$ cat src/rtl/mn_div_pkg.sv
package mn_div_pkg;
  // legal divide ratio: multiplier non-zero, divisor at least twice it
  function automatic logic ratio_legal(input int unsigned m, input int unsigned n);
    return (m != 0) && (n >= 2 * m);
  endfunction
endpackage

$ cat src/rtl/mn_div_regs.sv
module mn_div_regs #(
  parameter int M_W   = 9,
  parameter int N_W   = 20,
  parameter int SEL_W = 2
) (
  input  logic                         clk,
  input  logic                         rst_n,
  input  logic                         wr_en,
  input  logic [SEL_W+M_W+N_W:0]       wr_data,
  output logic [SEL_W+M_W+N_W:0]       word_q,
  output logic                         err_q,
  output logic [SEL_W-1:0]             cfg_sel,
  output logic                         cfg_run,
  output logic [M_W-1:0]               cfg_m,
  output logic [N_W-1:0]               cfg_n
);
  localparam int WORD_W  = SEL_W + M_W + N_W + 1;
  localparam int M_LSB   = N_W;
  localparam int RUN_BIT = N_W + M_W;
  localparam int SEL_LSB = RUN_BIT + 1;

  logic [M_W-1:0] new_m;
  logic [N_W-1:0] new_n;
  logic           new_ok;

  assign new_m  = wr_data[M_LSB +: M_W];
  assign new_n  = wr_data[0 +: N_W];
  assign new_ok = mn_div_pkg::ratio_legal(32'(new_m), 32'(new_n));

  always_ff @(posedge clk) begin
    if (!rst_n) begin
      word_q <= '0;
      err_q  <= 1'b0;
    end else if (wr_en) begin
      if (new_ok) word_q <= wr_data;
      else        err_q  <= 1'b1;
    end
  end

  assign cfg_sel = word_q[SEL_LSB +: SEL_W];
  assign cfg_run = word_q[RUN_BIT];
  assign cfg_m   = word_q[M_LSB +: M_W];
  assign cfg_n   = word_q[0 +: N_W];

  // illegal ratio freezes the word and raises the flag
  assert_reject_freezes_R3: assert property (@(posedge clk) disable iff (!rst_n)
    wr_en && ((new_m == '0) ||
              ({1'b0, new_n} < {{(N_W-M_W){1'b0}}, new_m, 1'b0}))
    |=> $stable(word_q) && err_q);

  // error flag never drops outside reset
  assert_err_sticky_R4: assert property (@(posedge clk) disable iff (!rst_n)
    err_q |=> err_q);

  logic unused_w;
  assign unused_w = ^WORD_W;
endmodule

$ cat src/rtl/mn_div_src_mux.sv
module mn_div_src_mux #(
  parameter int NUM_SRC = 4,
  parameter int SEL_W   = 2
) (
  input  logic [NUM_SRC-1:0] src_tick,
  input  logic [SEL_W-1:0]   sel,
  output logic               tick
);
  logic [NUM_SRC-1:0] hits;

  for (genvar g = 0; g < NUM_SRC; g++) begin : g_src
    assign hits[g] = src_tick[g] && (sel == SEL_W'(g));
  end

  assign tick = |hits;
endmodule

$ cat src/rtl/mn_div_engine.sv
module mn_div_engine #(
  parameter int M_W   = 9,
  parameter int N_W   = 20,
  parameter int SEL_W = 2
) (
  input  logic             clk,
  input  logic             rst_n,
  input  logic             run,
  input  logic [SEL_W-1:0] cfg_sel,
  input  logic [M_W-1:0]   cfg_m,
  input  logic [N_W-1:0]   cfg_n,
  input  logic             tick,
  output logic [SEL_W-1:0] act_sel,
  output logic             level_q,
  output logic             rise_q
);
  localparam int ACC_W = N_W + 1;

  logic [M_W-1:0]   act_m;
  logic [N_W-1:0]   act_n;
  logic [ACC_W-1:0] acc_q;
  logic [ACC_W-1:0] step;
  logic [ACC_W-1:0] sum;
  logic             wrap;
  logic             pending;
  logic             live_q;

  always_comb begin
    step    = {{(ACC_W-M_W-1){1'b0}}, act_m, 1'b0};
    sum     = acc_q + step;
    wrap    = sum >= {1'b0, act_n};
    pending = (cfg_sel != act_sel) || (cfg_m != act_m) || (cfg_n != act_n);
  end

  always_ff @(posedge clk) begin
    if (!rst_n) begin
      acc_q   <= '0;
      level_q <= 1'b0;
      rise_q  <= 1'b0;
      live_q  <= 1'b0;
      act_sel <= '0;
      act_m   <= '0;
      act_n   <= '0;
    end else begin
      rise_q <= 1'b0;
      if (!run) begin
        live_q  <= 1'b0;
        acc_q   <= '0;
        level_q <= 1'b0;
      end else if (!live_q) begin
        live_q  <= 1'b1;
        acc_q   <= '0;
        act_sel <= cfg_sel;
        act_m   <= cfg_m;
        act_n   <= cfg_n;
      end else if (tick) begin
        if (wrap) begin
          level_q <= ~level_q;
          rise_q  <= ~level_q;
          if (level_q && pending) begin
            acc_q   <= '0;
            act_sel <= cfg_sel;
            act_m   <= cfg_m;
            act_n   <= cfg_n;
          end else begin
            acc_q <= sum - {1'b0, act_n};
          end
        end else begin
          acc_q <= sum;
        end
      end
    end
  end

  // phase stays below the active divisor while running
  assert_acc_below_n_R6: assert property (@(posedge clk) disable iff (!rst_n)
    live_q |-> acc_q < {1'b0, act_n});

  // stopped divider drives low with no pulse
  assert_stop_low_R5: assert property (@(posedge clk) disable iff (!rst_n)
    !run |=> !level_q && !rise_q);

  // active setting only moves while the output is low
  assert_cfg_swap_low_R9: assert property (@(posedge clk) disable iff (!rst_n)
    !$stable({act_sel, act_m, act_n}) |-> !level_q);

  // pulse coincides with a 0-to-1 output step
  assert_rise_edge_R7: assert property (@(posedge clk) disable iff (!rst_n)
    rise_q |-> level_q && !$past(level_q));
endmodule

$ cat src/rtl/mn_frac_div.sv
module mn_frac_div #(
  parameter int NUM_SRC = 4,
  parameter int M_W     = 9,
  parameter int N_W     = 20,
  parameter int SEL_W   = $clog2(NUM_SRC)
) (
  input  logic                   clk,
  input  logic                   rst_n,
  input  logic [NUM_SRC-1:0]     src_tick,
  input  logic                   wr_en,
  input  logic [SEL_W+M_W+N_W:0] wr_data,
  output logic [SEL_W+M_W+N_W:0] rd_data,
  output logic                   cfg_err,
  output logic                   div_clk,
  output logic                   div_rise
);
  logic [SEL_W-1:0] cfg_sel;
  logic             cfg_run;
  logic [M_W-1:0]   cfg_m;
  logic [N_W-1:0]   cfg_n;
  logic [SEL_W-1:0] act_sel;
  logic             tick;

  mn_div_regs #(.M_W(M_W), .N_W(N_W), .SEL_W(SEL_W)) u_regs (
    .clk     (clk),
    .rst_n   (rst_n),
    .wr_en   (wr_en),
    .wr_data (wr_data),
    .word_q  (rd_data),
    .err_q   (cfg_err),
    .cfg_sel (cfg_sel),
    .cfg_run (cfg_run),
    .cfg_m   (cfg_m),
    .cfg_n   (cfg_n)
  );

  mn_div_src_mux #(.NUM_SRC(NUM_SRC), .SEL_W(SEL_W)) u_mux (
    .src_tick (src_tick),
    .sel      (act_sel),
    .tick     (tick)
  );

  mn_div_engine #(.M_W(M_W), .N_W(N_W), .SEL_W(SEL_W)) u_engine (
    .clk     (clk),
    .rst_n   (rst_n),
    .run     (cfg_run),
    .cfg_sel (cfg_sel),
    .cfg_m   (cfg_m),
    .cfg_n   (cfg_n),
    .tick    (tick),
    .act_sel (act_sel),
    .level_q (div_clk),
    .rise_q  (div_rise)
  );
endmodule

$ cat config.mk
export PLATFORM = sky130hd
export DESIGN_NAME = mn_frac_div
export DESIGN_NICKNAME = d
export VERILOG_FILES = /design/src/rtl/mn_div_pkg.sv /design/src/rtl/mn_div_regs.sv /design/src/rtl/mn_div_src_mux.sv /design/src/rtl/mn_div_engine.sv /design/src/rtl/mn_frac_div.sv
export SDC_FILE = /design/constraint.sdc
export NUM_CORES = 1
export LEC_CHECK = 0
export ABC_AREA = 1
export BUFFER_PORTS_ARGS = -buffer_cell sky130_fd_sc_hd__buf_4
export CORE_MARGIN = 3
export CORE_UTILIZATION = 60
export CTS_CLUSTER_DIAMETER = 40
export DETAILED_ROUTE_END_ITERATION = 16
export GPL_TIMING_DRIVEN = 0
export PLACE_DENSITY = 0.79
export SYNTH_ARGS = -nofsm -noshare
export SYNTH_HDL_FRONTEND = slang
export SYNTH_SLANG_ARGS = --single-unit
$ cat constraint.sdc
create_clock -name clk -period 3.8 [get_ports clk]
set_input_delay 0.95 -clock clk [delete_from_list [all_inputs] [get_ports clk]]
set_output_delay 0.95 -clock clk [all_outputs]
set_load 0.005 [all_outputs]
==> out/qor.txt <==
outcome - finished, final reports clean
Mapped Cells - 1134
Via-to-Cell Ratio - 5.299
Inst Count DP - 1347
syn_nets - 1213
first-pass GRT wire length - 32350 um
Synth-to-Final Area Change - 18.10%
pwr dens - 381.0 nW/um2
met2 routed WL - 9380 um
pin count of the biggest net entering global routing - 16
CTS buffer count - 9
Final Hold Vio Count - 0
top-count cell post-synth - nand2_1
Detailed Place HPWL - 16310 um
hold-fix buffers at CTS - 0
DR vias - 7265
initial antenna violation count - 0
dpl cell area - 7503 um2
EDFF count, synth - 0
final setup fails - 0
Synth area leaders - dfxtp_1 26%, nand2_1 20%, inv_1 10%, nor2_1 8.7%, ha_1 7.0%
Nets - 1305
Rel. slew slack - 59.21%
H-tree Lvls - 3
Pins Over Slew Limit - 0
DR pass1 iterations - 5
remaining antenna violation count - 0
initial detailed-routing violation count - 608
# IOs - 74
Top Metal Used - met4
Initial Util - 62.00%
worst setup path class - reg -> reg
die area - 12610 um2
Worst Path Required - 4.05 ns
register area share after synthesis - 25.98%
area fraction of the dominant cell type after synthesis - 25.98%
synth cell count leaders - 368 x nand2_1, 180 x inv_1, 158 x nor2_1, 88 x dfxtp_1, 50 x nand4_1
core area - 10940 um2
Least-Margin Pin Slew - 0.6119 ns
met3 routed WL - 1137 um
row cnt - 38
fin crit period - 3.597 ns
wire per inst - 15.07 um
Max Fclk - 278.0 MHz
Worst setup EP type - register
Max VDD drop - 0.0002376 V
critical path arrival - 3.85 ns
GP Congestion - 0.9290
clk buf depth - 2
post-synth design cell area - 6780 um2
synthesized flop and latch total - 88
clock latency on the worst-skew pair - 0.35 ns
Static Leak - 4.321 nW
post-route cell area - 8008 um2
Yosys top cell by area - dfxtp_1
crit path launch type - register
met1 WL - 8990 um
Primary FF master, synth - dfxtp_1
Worst-path clk slew - 0.07 ns
# clock sinks - 88
CP max FO - 8
global route total overflow - 0
DRC - 0
layout cell share with drive strength beyond 1 - 13.57%
number of global-route vias before repair - 6644
Max Cap Viol - 0
Port Buffers - 73
gr usage total - 32.30%
Clock Tree Root - clkbuf_16
die height - 112.3 um
CTS tree - yes
Avg Cell Area, Syn - 5.979 um2
Chip Width - 112.3 um
fin crit share - 94.65%
Synth async-reset ratio - 0%
unique cell type count in the Yosys netlist - 40
# diodes - 0
worst hold path type - reg -> reg
synth warn - 0
Layout Skew - 0.008431 ns
Finished Layout Cells - 1371
Post-Route WL - 20660 um
-- layout make-up --
| class | instances | area (um2) |
|---|---|---|
| Fill cell | 1018 | 2928 |
| Timing Repair Buffer | 81 | 608.1 |
| Tap cell | 140 | 175.2 |
| Clock inverter | 6 | 42.54 |
| Sequential cell | 88 | 1764 |
| Inverter | 185 | 694.4 |
| Clock buffer | 10 | 239.0 |
| Buffer | 36 | 202.7 |
| Multi-Input combinational cell | 825 | 4282 |
-- layout by cell type, fill, tap and decap left out, drive strengths merged, types with 18 or more instances in the layout --
| cell | instances |
|---|---|
| a21oi | 42 |
| buf | 99 |
| clkbuf | 28 |
| dfxtp | 88 |
| ha | 38 |
| inv | 186 |
| nand2 | 371 |
| nand3 | 52 |
| nand4 | 51 |
| nor2 | 163 |
| o21ai | 21 |
| xor2 | 18 |
-- layer usage --
| metal | GRT usage, % | vias up |
|---|---|---|
| met3 | 4.205 | 61 |
| met2 | 52.88 | 291 |
| met5 | 0 | - |
| met1 | 41.27 | 3205 |
| met4 | 17.71 | 0 |
| li1 | - | 3708 |
-- worst max-delay path, stage by stage (launching register included) --
cell	delay [ns]
dfxtp_1	0.34
ha_1	0.37
nand2_1	0.09
nand2_1	0.07
nand2_1	0.10
nand2_1	0.07
nand2_1	0.09
nand3_1	0.16
nand2_1	0.15
xor2_2	0.21
ha_1	0.32
a21oi_1	0.24
nand2_1	0.11
a21oi_1	0.18
nand3_2	0.15
nand2_2	0.14
nand3_4	0.13
buf_4	0.17
buf_4	0.13
nand3_1	0.09
o211ai_1	0.09
nand2_1	0.07
inv_1	0.04
-- path summary, 6_finish.rpt --
check | from | cells after the start | slack [ns] | end
setup / recovery | u_engine.acc_q[5]$_SDFFE_PN0P_ | 22 | 0.20 | u_engine.acc_q[19]$_SDFFE_PN0P_
setup reg to reg | u_engine.acc_q[5]$_SDFFE_PN0P_ | 22 | 0.20 | u_engine.acc_q[19]$_SDFFE_PN0P_
hold / removal | u_engine.acc_q[0]$_SDFFE_PN0P_ | 2 | 0.47 | u_engine.acc_q[0]$_SDFFE_PN0P_
hold reg to reg | u_engine.acc_q[0]$_SDFFE_PN0P_ | 2 | 0.47 | u_engine.acc_q[0]$_SDFFE_PN0P_
-- timing repair --
item / CTS / global route
resized for setup: 0 / 37
buffers inserted: 0 / 8
setup endpoints to repair: 0 / 54
hold endpoints to repair: 0 / 0
-- cell families after synthesis --
group,share of synthesized area [%]
compound gates,6.717
buf+inv,13.12
fa+ha+maj,7.603
xor+xnor,4.521
flops,25.98
simple gates,42.06
-- through the flow --
| stage | setup TNS, ns | total power [W] | utilization (%) | hold WS (ns) | worst slack [ns] |
|---|---|---|---|---|---|
| floorplan | 0 | 0.001817 | - | 0.4347 | 0.5863 |
| global placement | 0 | 0.002127 | 68.62 | 0.4485 | 0.07713 |
| detailed placement | 0 | 0.002136 | 68.62 | 0.4529 | 0.02277 |
| CTS | 0 | 0.002989 | 71.19 | 0.4621 | 0.01002 |
| global route | -0.03391 | 0.003227 | 73.23 | 0.4969 | -0.02519 |
| finish | 0 | 0.003051 | 73.23 | 0.4659 | 0.2032 |
-- sequential cells by signal, summed over array words and instances (netlist names), 2 cells and up --
name,flops
u_engine.act_n,20
u_engine.acc_q,21
u_engine.act_m,9
u_regs.word_q,32
u_engine.act_sel,2
-- report_power, final --
part	internal [W]	switching, W	total [W]
Sequential	0.000978	0.0000534	0.00103
Clock	0.000463	0.000396	0.000858
Combinational	0.000436	0.000725	0.00116
Note: power is estimated with default switching activity, not from simulation.
